==> src/rtl/dio_pkg.sv <==
`timescale 1ns/1ps
package dio_pkg;
   localparam int unsigned LANES     = 4;
   localparam int unsigned BANKS     = 4;
   localparam logic [1:0]  W_OUTS    = 2'd0;
   localparam logic [1:0]  W_INS     = 2'd1;
   localparam logic [1:0]  W_COS     = 2'd2;
   localparam logic [1:0]  W_CFG     = 2'd3;
   localparam int unsigned LANE_TTL  = 3;
   localparam int unsigned LANE_CTL  = 0;
   localparam int unsigned LANE_EN   = 2;
   localparam int unsigned LANE_RST  = 3;
   localparam int unsigned DIR_BIT   = 1;
endpackage

==> src/rtl/dio_sync.sv <==
`timescale 1ns/1ps
module dio_sync #(
   parameter int unsigned WIDTH  = 8,
   parameter int unsigned STAGES = 2
) (
   input  logic             clk,
   input  logic             rst_n,
   input  logic [WIDTH-1:0] d,
   output logic [WIDTH-1:0] q
);
   logic [WIDTH-1:0] chain [STAGES+1];

   assign chain[0] = d;

   for (genvar s = 0; s < STAGES; s++) begin : g_stage
      always_ff @(posedge clk or negedge rst_n) begin
         if (!rst_n) chain[s+1] <= '0;
         else        chain[s+1] <= chain[s];
      end
   end

   assign q = chain[STAGES];
endmodule

==> src/rtl/dio_cos_bank.sv <==
`timescale 1ns/1ps
module dio_cos_bank #(
   parameter int unsigned WIDTH = 8
) (
   input  logic             clk,
   input  logic             rst_n,
   input  logic             soft_clr,
   input  logic [WIDTH-1:0] lines,
   input  logic             rise_en,
   input  logic             fall_en,
   input  logic             clr_we,
   input  logic [WIDTH-1:0] clr_mask,
   output logic [WIDTH-1:0] status
);
   logic [WIDTH-1:0] last_q;
   logic [WIDTH-1:0] evt;
   logic [WIDTH-1:0] clr_eff;

   assign evt     = (lines & ~last_q & {WIDTH{rise_en}})
                  | (~lines & last_q & {WIDTH{fall_en}});
   assign clr_eff = clr_we ? clr_mask : '0;

   // edge history follows the pins only; a software reset leaves it alone
   always_ff @(posedge clk or negedge rst_n) begin
      if (!rst_n) last_q <= '0;
      else        last_q <= lines;
   end

   // a new edge outranks a clear in the same cycle
   always_ff @(posedge clk or negedge rst_n) begin
      if (!rst_n)        status <= '0;
      else if (soft_clr) status <= '0;
      else               status <= (status & ~clr_eff) | evt;
   end
endmodule

==> src/rtl/dio_rd_mux.sv <==
`timescale 1ns/1ps
module dio_rd_mux
   import dio_pkg::*;
#(
   parameter int unsigned BYTE_W = 8
) (
   input  logic [1:0]          rd_word,
   input  logic [4*BYTE_W-1:0] latch_q,
   input  logic [4*BYTE_W-1:0] pins_s,
   input  logic [4*BYTE_W-1:0] cos_q,
   input  logic [BYTE_W-1:0]   ctl_q,
   input  logic [BYTE_W-1:0]   en_q,
   input  logic                irq_lvl,
   output logic [4*BYTE_W-1:0] rd_data
);
   logic [BYTE_W-1:0] ttl_view;

   assign ttl_view = ctl_q[DIR_BIT] ? latch_q[LANE_TTL*BYTE_W +: BYTE_W]
                                    : pins_s[LANE_TTL*BYTE_W +: BYTE_W];

   always_comb begin
      unique case (rd_word)
         W_OUTS:  rd_data = latch_q;
         W_INS:   rd_data = {ttl_view, pins_s[3*BYTE_W-1:0]};
         W_COS:   rd_data = cos_q;
         default: rd_data = {{(BYTE_W-1){1'b0}}, irq_lvl, en_q, {BYTE_W{1'b0}}, ctl_q};
      endcase
   end
endmodule

==> src/rtl/dio_regfile.sv <==
`timescale 1ns/1ps
module dio_regfile
   import dio_pkg::*;
#(
   parameter int unsigned SYNC_STAGES = 2,
   parameter int unsigned LINE_W      = 8,
   parameter int unsigned FIXED_BANKS = 3
) (
   input  logic                          clk,
   input  logic                          rst_n,
   input  logic                          wr_en,
   input  logic [1:0]                    wr_word,
   input  logic [3:0]                    wr_be,
   input  logic [4*LINE_W-1:0]           wr_data,
   input  logic [1:0]                    rd_word,
   output logic [4*LINE_W-1:0]           rd_data,
   input  logic [FIXED_BANKS*LINE_W-1:0] iso_in,
   input  logic [LINE_W-1:0]             ttl_in,
   output logic [FIXED_BANKS*LINE_W-1:0] out_lines,
   output logic [LINE_W-1:0]             ttl_out,
   output logic                          ttl_oe,
   output logic                          irq
);
   localparam int unsigned DATA_W = LANES * LINE_W;
   localparam int unsigned IO_W   = FIXED_BANKS * LINE_W;
   localparam int unsigned NBYTES = LANES * 4;

   if (SYNC_STAGES < 2) begin : g_bad_sync
      $error("dio_regfile: SYNC_STAGES must be at least 2");
   end
   if (LINE_W != 8) begin : g_bad_width
      $error("dio_regfile: registers are bytes, LINE_W must be 8");
   end
   if (FIXED_BANKS + 1 != BANKS) begin : g_bad_banks
      $error("dio_regfile: map holds three fixed banks plus the TTL bank");
   end

   logic [NBYTES-1:0] byte_we;
   logic              soft_rst;
   logic [DATA_W-1:0] latch_q;
   logic [LINE_W-1:0] ctl_q;
   logic [LINE_W-1:0] en_q;
   logic [DATA_W-1:0] pins_s;
   logic [DATA_W-1:0] cos_q;
   logic              irq_lvl;

   for (genvar w = 0; w < 4; w++) begin : g_word
      for (genvar l = 0; l < LANES; l++) begin : g_lane
         assign byte_we[w*LANES+l] = wr_en && (wr_word == 2'(w)) && wr_be[l];
      end
   end

   assign soft_rst = byte_we[W_CFG*LANES + LANE_RST];

   // output latches; the TTL lane accepts data only in output mode
   always_ff @(posedge clk or negedge rst_n) begin
      if (!rst_n) begin
         latch_q <= '0;
      end else if (soft_rst) begin
         latch_q <= '0;
      end else begin
         for (int l = 0; l < FIXED_BANKS; l++) begin
            if (byte_we[W_OUTS*LANES + l]) latch_q[l*LINE_W +: LINE_W] <= wr_data[l*LINE_W +: LINE_W];
         end
         if (byte_we[W_OUTS*LANES + LANE_TTL] && ctl_q[DIR_BIT])
            latch_q[LANE_TTL*LINE_W +: LINE_W] <= wr_data[LANE_TTL*LINE_W +: LINE_W];
      end
   end

   always_ff @(posedge clk or negedge rst_n) begin
      if (!rst_n) begin
         ctl_q <= '0;
         en_q  <= '0;
      end else if (soft_rst) begin
         ctl_q <= '0;
         en_q  <= '0;
      end else begin
         if (byte_we[W_CFG*LANES + LANE_CTL]) ctl_q <= wr_data[LANE_CTL*LINE_W +: LINE_W];
         if (byte_we[W_CFG*LANES + LANE_EN])  en_q  <= wr_data[LANE_EN*LINE_W +: LINE_W];
      end
   end

   dio_sync #(
      .WIDTH  (DATA_W),
      .STAGES (SYNC_STAGES)
   ) u_sync (
      .clk   (clk),
      .rst_n (rst_n),
      .d     ({ttl_in, iso_in}),
      .q     (pins_s)
   );

   for (genvar b = 0; b < BANKS; b++) begin : g_bank
      dio_cos_bank #(
         .WIDTH (LINE_W)
      ) u_bank (
         .clk      (clk),
         .rst_n    (rst_n),
         .soft_clr (soft_rst),
         .lines    (pins_s[b*LINE_W +: LINE_W]),
         .rise_en  (en_q[b]),
         .fall_en  (en_q[b+BANKS]),
         .clr_we   (byte_we[W_COS*LANES + b]),
         .clr_mask (wr_data[b*LINE_W +: LINE_W]),
         .status   (cos_q[b*LINE_W +: LINE_W])
      );
   end

   assign irq_lvl = |cos_q;

   dio_rd_mux #(
      .BYTE_W (LINE_W)
   ) u_rd (
      .rd_word (rd_word),
      .latch_q (latch_q),
      .pins_s  (pins_s),
      .cos_q   (cos_q),
      .ctl_q   (ctl_q),
      .en_q    (en_q),
      .irq_lvl (irq_lvl),
      .rd_data (rd_data)
   );

   assign out_lines = latch_q[IO_W-1:0];
   assign ttl_out   = latch_q[LANE_TTL*LINE_W +: LINE_W];
   assign ttl_oe    = ctl_q[DIR_BIT];
   assign irq       = irq_lvl;
endmodule

==> config.mk <==
export PLATFORM = sky130hd
export DESIGN_NAME = dio_regfile
export DESIGN_NICKNAME = d
export VERILOG_FILES = /design/src/rtl/dio_pkg.sv /design/src/rtl/dio_sync.sv /design/src/rtl/dio_cos_bank.sv /design/src/rtl/dio_rd_mux.sv /design/src/rtl/dio_regfile.sv
export SDC_FILE = /design/constraint.sdc
export NUM_CORES = 1
export LEC_CHECK = 0
export BUFFER_PORTS_ARGS = -buffer_cell sky130_fd_sc_hd__clkbuf_2
export CORE_UTILIZATION = 50
export DETAILED_ROUTE_END_ITERATION = 6
export GPL_TIMING_DRIVEN = 0
export PLACE_DENSITY = 0.76
export SLEW_MARGIN = 20
export SYNTH_ARGS = -nofsm -noshare
export SYNTH_HDL_FRONTEND = slang
export SYNTH_SLANG_ARGS = --single-unit
==> constraint.sdc <==
create_clock -name clk -period 1.3 [get_ports clk]
set_input_delay 0.26 -clock clk [delete_from_list [all_inputs] [get_ports clk]]
set_output_delay 0.26 -clock clk [all_outputs]
set_load 0.02 [all_outputs]
### Yosys cells after proc, flatten, opt, wreduce, memory -nomap -nowiden

Index checks and enable logic that the tools add are counted.

* equal/unequal tests: 4
* bitwise gates (word level): 40
* mux-type cells: 19
* reductions and logical operators: 24

Operators by type and width (number)
* $and 8x8->8: 20
* $mux 8: 17
* $not 8->8: 12
* $pmux 32 s3: 1
* $or 8x8->8: 8
* $mux 32: 1
* $reduce_or 32->1: 1
* $logic_and 1x1->1: 15
* $reduce_bool 2->1: 6
* $eq 2x2->1 const B: 3
* $logic_not 2->1: 2
* $eq 2x1->1 const B: 1

* register bits after elaboration: 176

### Depth between registers and ports, before layout

Gate-level depths: netlist of the first run.

* word-level depth: 8
* mapped depth: 5
* mapped depth without buffers: 3

### By module

A second synthesis of the first run with hierarchy kept.

* cells, all modules: 575
* area, all modules: 7440.9 µm²

Modules (own cells, without submodules)
* dio_cos_bank: instances 4, area each 675.6 µm², sequential area each 400.4 µm², cells each 52
* dio_regfile: instances 1, area each 2103.3 µm², sequential area each 1201.2 µm², cells each 195
* dio_sync: instances 1, area each 1841.8 µm², sequential area each 1601.5 µm², cells each 96
* dio_rd_mux: instances 1, area each 793.3 µm², sequential area each 0.0 µm², cells each 76

### Least setup slack after synthesis of the first run

No wires, ideal clock.

* path kind: input port to output port
* start point: input port rd_word[0]
* end point: output port rd_data[10]
* path slack: -0.257 ns
* data required time: 1.040 ns
* cell stages on the path: 5
* buffers on the path: 3
* arrival time: 1.297 ns
* cell sequence: buf_4 > buf_6 > buf_6 > mux2i_1 > o21ai_0

* word-level cells in the longest chain between the ends: 2

Ends and longest elaborated chain
* start: declaration: RTL line dio_regfile.sv:15 `input logic [1:0] rd_word,`
* $eq 2x2->1, or another cell as far along: RTL line dio_rd_mux.sv:22 `unique case (rd_word)`
* $pmux 32 s3 (*): RTL line dio_rd_mux.sv:22
* end: declaration: RTL line dio_regfile.sv:16 `output logic [4*LINE_W-1:0] rd_data,`

Every way passes the cells marked *; elsewhere a longest branch is shown, timed or not.

### Worst setup path after layout of the first run

* start point: register g_bank[2].u_bank.status[6]
* end point: output port rd_data[24]

* word-level cells in the longest chain between the ends: 2

Ends and longest elaborated chain
* start: declaration: RTL line dio_cos_bank.sv:13 `output logic [WIDTH-1:0] status`
* start signal: assignment: RTL line dio_cos_bank.sv:33 `else status <= (status & ~clr_eff) | evt;`
* $reduce_or 32->1: RTL line dio_regfile.sv:109 `assign irq_lvl = |cos_q;`
* $pmux 32 s3: RTL line dio_rd_mux.sv:22

Every way passes these cells.

==> run metrics, run 1 <==
Iter 0 DRT Violations=601; gr ovfl total=0; CP delay by family, top=simple AND/OR/NAND/NOR gates; # IOs=141; pre-CTS setup slack=-0.7048 ns; CTS sink cnt=176; CP max stage cell=dfrtp_1; delay of the slowest critical-path stage=0.41 ns; drt first pass iters=5; Ant. Diodes=0; Worst Skew=0.007354 ns; first-pass GRT wire length=32330 um; cell area power density=1568 mW/mm^2; EDFF count, synth=0; Hold Crit Class=in2async; CP cell instances=nor4_4 > nand4_1 > o311a_4 > clkbuf_2; count leader, synth=dfrtp_1; WHS=-0.1591 ns; GPL Wtd Cong=0.8504; Row Count=43; Slew @ Worst Pin=0.6643 ns; Static Leak=4.449 nW; Ys Warns=0; Synth Flop Type=dfrtp_1; peak supply drop=1.177 mV; area leader, netlist=dfrtp_1; Max Buffers Root-to-Sink=2; Synth cell types=44; top post-synthesis cells by area=dfrtp_1 (61%), mux4_2 (5.0%), nand3b_1 (4.5%); placed cells=897; routed wire length per instance=20.98 um; Die ar.=0.01481 sq mm; status=finished with violations; area grow syn2layout=38.41%; startpoint types=register; Seq pwr share=0.440; Avg Vias per Cell=5.933; max cap viols=0; Fillers=912; placed standard-cell area=0.008225 sq mm; Num CTS Buffers=17; Synth Cell Area=0.007166 sq mm; RSZ-0062 raised after global routing=true; crit-path max FO=2; CTS HTree Levels=4; critical path class=reg2out; Synth top cells by count=dfrtp_1 (176), nand2_1 (71), o21ai_0 (53), nand3b_1 (43), inv_1 (25); # port buffers=138; gr usage total=0.2929; CTS tree=done; CP Buf/Inv Count=1; Max Freq=456.2 MHz; Routed Antenna Nets=0; syn_nets=653; Final Hold Vio Count=79; Reg clk slew, reported paths=0.06 ns; Core Util, Final=0.7118; vias in the first global route=6051; initial core utilization=0.5142; Mapped Avg Cell Area=12.40 sq um; setup slack after layout=-0.8919 ns; DIE WIDTH=121.7 um; Worst Path Arrival=1.93 ns; DIE HEIGHT=121.7 um; final net count=873; fin crit period=2.192 ns; Req. time, crit path=1.04 ns; Seq cells post-synth=176; NetSw=4.593 mW; core area=0.01393 sq mm; failing checks=negative hold slack, negative setup slack; Max Slew Vio Count=0; period utilisation layout=1.686; dpl hpwl=13020 um; Slew headroom=0.5571; clock power share=0.331; final WL=20790 um; CTS Hold Bufs=32; Post-Layout Cell Count=991; Design Area, Final=0.009918 sq mm; clock latency on the worst-skew pair=0.43 ns; cell-internal power=10.96 mW; combinational share of power=0.229; fraction of layout cells with a size suffix above 1=0.3748; initial antenna violation count=0; via total after detailed routing=5880; post-synth top area share=0.6146; Root Buffer=clkbuf_16; switching portion of total power=0.2953; FFs w/ async S/R, synth=1.000; cell count after synthesis=578; largest net degree at the start of global routing=98; CP endpoint kind=primary output; Seq/Total Area, Yosys=0.6146; drt drc=0; setup violators final=42
[power by group through the flow]
| stage | Sequential [mW] | Combinational (mW) | Clock, mW |
|---|---|---|---|
| after floorplan | 6.78 | 1.64 | 0 |
| after global placement | 6.74 | 2.65 | 0 |
| after detailed placement | 6.79 | 2.76 | 0 |
| after CTS | 6.77 | 3.26 | 5.20 |
| after global routing | 6.91 | 3.81 | 5.45 |
| final | 6.84 | 3.57 | 5.15 |
[state kept, by name (all words and copies together), names as in the netlist]
register              cells
u_sync.chain             32
ctl_q                     8
u_sync.q                 32
g_bank.u_bank.last_q     32
en_q                      8
latch_q                  32
g_bank.u_bank.status     32
[through the flow]
step                TNS, ns  power [mW]  hold slack (ns)
finish               -16.04       15.55          -0.1591
global route         -17.71       16.17         -0.09590
CTS                  -16.41       15.23          -0.1230
detailed placement   -19.10       9.548           0.3310
global placement    -545.19       9.390           0.3319
floorplan            -1.038       8.415         -0.03559
[per-layer routing]
metal | track usage | share of wire | vias to the layer above
met1 | 0.3728 | 0.39 | 2953
met5 | 0 | 0 | -
met4 | 0.1435 | 0.036 | 0
met3 | 0.06507 | 0.078 | 74
li1 | - | - | 2546
met2 | 0.4751 | 0.50 | 307
[worst paths after layout]
kind / from / endpoint / slack, ns / depth (start not counted)
max in group asynchronous: rst_n / u_sync.q[5] / 0.56 / 2
hold reg to reg: u_sync.chain[44] / u_sync.q[12] / 0.35 / 0
setup / recovery: g_bank[2].u_bank.status[6] / rd_data[24] / -0.89 / 4
min in group clk: wr_data[19] / latch_q[19] / 0.07 / 2
hold / removal: rst_n / u_sync.chain[62] / -0.16 / 1
setup reg to reg: ctl_q[1] / latch_q[25] / 0.03 / 4
[final cells by class]
type | count | area (sq um) | share of cell area
Timing Repair Buffer | 210 | 1700 | 0.1714
Inverter | 25 | 93.84 | 0.009461
Buffer | 28 | 254.0 | 0.02561
Multi-Input combinational cell | 340 | 2625 | 0.2647
Clock buffer | 21 | 470.5 | 0.04743
Clock inverter | 11 | 127.6 | 0.01287
Sequential cell | 176 | 4422 | 0.4458
Tap cell | 180 | 225.2 | 0.02271
[cells by family (layout without fill, tap and decap cells)]
kind of cell,count (synthesis),in the layout,share of synthesized area
buffers and inverters,62,295,0.04418
AO/OA/AOI/OAI,160,160,0.1500
AND/OR/NAND/NOR,149,149,0.1200
multiplexers,31,31,0.07124
flip-flops,176,176,0.6146
[cells in the final DEF, fill, tap and decap left out, types with 10 or more instances in the layout]
cell	count
a22o_1	16
a31oi_1	21
buf_2	17
buf_4	32
buf_6	42
buf_8	10
clkbuf_16	18
clkbuf_2	91
clkbuf_8	13
dfrtp_1	162
dfrtp_2	14
dlygate4sd3_1	32
inv_1	25
mux2i_1	14
mux4_2	16
nand2_1	71
nand3b_1	43
o21ai_0	45
o21ai_1	10
[timing repair]
item	in CTS	in global routing
gates resized for setup	67	112
hold endpoints to repair	111	79
pin swaps	4	4
buffers inserted	33	11
endpoints found under the setup margin	40	62
gates cloned	1	0
(Power assumes the default switching activity.)
==> inputs of run 2 (changes only) <==
--- a/config.mk
+++ b/config.mk
@@ -5,11 +5,12 @@
 export SDC_FILE = /design/constraint.sdc
 export NUM_CORES = 1
 export LEC_CHECK = 0
+export ABC_AREA = 1
 export BUFFER_PORTS_ARGS = -buffer_cell sky130_fd_sc_hd__clkbuf_2
-export CORE_UTILIZATION = 50
+export CORE_UTILIZATION = 49
 export DETAILED_ROUTE_END_ITERATION = 6
 export GPL_TIMING_DRIVEN = 0
-export PLACE_DENSITY = 0.76
+export PLACE_DENSITY = 0.75
 export SLEW_MARGIN = 20
 export SYNTH_ARGS = -nofsm -noshare
 export SYNTH_HDL_FRONTEND = slang
==> run 2 against run 1 <==
The flow still finishes with violations (negative hold slack, negative setup slack). Sequential cell count unchanged. Sequential share of layout area decreased by 1.9 points. Die area increased by 0.20%. Power increased by 0.58%. Fmax increased by 13%. Largest power group unchanged.
==> run metrics, run 2 <==
CTS HTree Levels=4; startpoint types=register; cell area power density=1512 mW/mm^2; Reg clk slew, reported paths=0.07 ns; Final Hold Vio Count=93; failing checks=negative hold slack, negative setup slack; initial core utilization=0.5050; Max Buffers Root-to-Sink=2; peak supply drop=1.094 mV; Max Freq=513.8 MHz; syn_nets=842; RSZ-0062 raised after global routing=true; CTS tree=done; gr ovfl total=0; post-synth top area share=0.6259; setup violators final=43; RR Startpoint=en_q[1]; Mapped Avg Cell Area=9.174 sq um; Ys Warns=0; Routed Antenna Nets=0; Hold Crit Class=in2async; drt first pass iters=6; Max Slew Vio Count=0; Synth Cell Area=0.007037 sq mm; Seq cells post-synth=176; period utilisation layout=1.497; cell count after synthesis=767; vias in the first global route=6662; Num CTS Buffers=17; most frequent cells in the layout=dfrtp_1 (170), nand2_1 (159), clkbuf_2 (82); count leader, synth=nand2_1; first-pass GRT wire length=33560 um; Ant. Diodes=0; gr usage total=0.3072; Sum Neg Setup Slack=-10.59 ns; fin crit period=1.946 ns; initial antenna violation count=0; fraction of layout cells with a size suffix above 1=0.3430; CP endpoint kind=primary output; dpl hpwl=13180 um; largest net degree at the start of global routing=95; area grow syn2layout=47.00%; Worst Skew=0.01021 ns; Iter 0 DRT Violations=739; CTS Hold Bufs=32; Synth cell types=23; crit-path max FO=3; Slew headroom=0.5080; EDFF count, synth=0; CP Capture Point=rd_data[24]; R2R Setup Slk=0.08 ns; CTS sink cnt=176; DIE HEIGHT=121.8 um; area of the multi-input gates=0.002554 sq mm; status=finished with violations; drt drc=0; Seq/Total Area, Yosys=0.6259; WHS=-0.09373 ns; # IOs=141; Static Leak=4.981 nW; max cap viols=0; Row Count=43; setup slack after layout=-0.6462 ns; Slew @ Worst Pin=0.7380 ns; # port buffers=140; routed wire length per instance=18.20 um; GPL Wtd Cong=0.9120; Die ar.=0.01484 sq mm; Root Buffer=clkbuf_16; DIE WIDTH=121.8 um; final net count=1096; FFs w/ async S/R, synth=1.000; via total after detailed routing=6755; Avg Vias per Cell=5.573; Reg2Reg Depth=6; final WL=22060 um; core area=0.01393 sq mm; Req. time, crit path=1.04 ns; FF+latch area=0.004412 sq mm; critical path class=reg2out; Synth Flop Type=dfrtp_1; Fillers=968; area leader, netlist=dfrtp_1; top post-synthesis cells by area=dfrtp_1 (63%), nand2_1 (9.5%), o21ai_0 (6.4%); critical path launch point=g_bank[2].u_bank.status[5]; clock latency on the worst-skew pair=0.43 ns; commonest non-fill, non-tap cell in the layout=dfrtp_1; Core Util, Final=0.7423; worst r2r dst=g_bank[1].u_bank.status[5]; Synth top cells by count=nand2_1 (179), dfrtp_1 (176), o21ai_0 (90), nor2_1 (79), inv_1 (76); Worst Path Arrival=1.69 ns
-- run 2: changes by cell type in the layout (fill, tap and decap cells not counted), moves of 14 or more --
cell	change
mux2i_1	-14
o21ai_0	+29
mux4_2	-16
nor2_1	+70
nand3b_1	-43
buf_4	+25
nand3_1	+26
nand2_2	+17
a22o_1	-16
inv_1	+37
a21oi_1	+45
nand2_1	+88
a31oi_1	-16
-- run 2: through the flow --
step	setup WS, ns	instance area, sq um	instances	hold WS (ns)	power, mW
finish	-0.6462	10340	1212	-0.09373	15.64
global route	-0.7066	10340	1212	-0.03126	16.22
CTS	-0.6134	9923	1193	-0.06669	15.15
detailed placement	-0.6737	8054	1088	0.3347	9.172
global placement	-3.549	8018	1087	0.3312	9.103
floorplan	-0.06068	7092	767	-0.03559	8.095
-- run 2: cell type report --
cell class	count	share of cell area
clock buffers	20	0.04415
repair buffers	238	0.1929
well taps	180	0.02177
multi-input cells	489	0.2469
clock inverters	10	0.01331
flip-flops and latches	176	0.4265
plain buffers	22	0.02431
inverters	77	0.03012
-- run 2: timing repair --
| item | CTS | global route |
|---|---|---|
| pin swaps | 49 | 36 |
| gates cloned | 2 | 1 |
| endpoints found under the hold margin | 125 | 93 |
| buffers inserted | 44 | 20 |
| gates resized for setup | 165 | 118 |
| endpoints found under the setup margin | 35 | 78 |
-- run 2: critical path, cell delays in order (launching register included) --
cell      delay [ns]
dfrtp_1         0.40
nor2_1          0.15
nand2_1         0.12
nor2_2          0.14
nand2_1         0.07
o21ai_2         0.15
nand2_2         0.07
clkbuf_8        0.15
-- run 2: report_power, final --
| group | internal [mW] | switching [mW] | total, mW |
|---|---|---|---|
| clock | 3.10 | 2.11 | 5.21 |
| combinational | 1.74 | 2.06 | 3.79 |
| sequential | 6.11 | 0.526 | 6.64 |
-- run 2: worst min path at each step --
stage,end,cells after the start,startpoint
final,ctl_q[4],1,rst_n
after global routing,u_sync.q[5],1,rst_n
after CTS,u_sync.chain[37],1,rst_n
after detailed placement,u_sync.q[17],0,u_sync.chain[49]
after global placement,u_sync.q[5],0,u_sync.chain[37]
after floorplan,ctl_q[0],0,rst_n
-- run 2: routing by layer --
layer | GRT usage | vias up | wire, um
met2 | 0.4958 | 372 | 10990
met5 | 0 | - | 0
met1 | 0.3831 | 3299 | 8559
li1 | - | 3011 | -
met3 | 0.07257 | 73 | 1724
met4 | 0.1651 | 0 | 789
-- run 2: kinds of logic after synthesis --
group | after synthesis | share of synthesized area
and+or+nand+nor | 310 | 0.1798
AOI/OAI and AO/OA | 176 | 0.1321
DFF | 176 | 0.6259
buffers and inverters | 102 | 0.05743
muxes | 3 | 0.004801
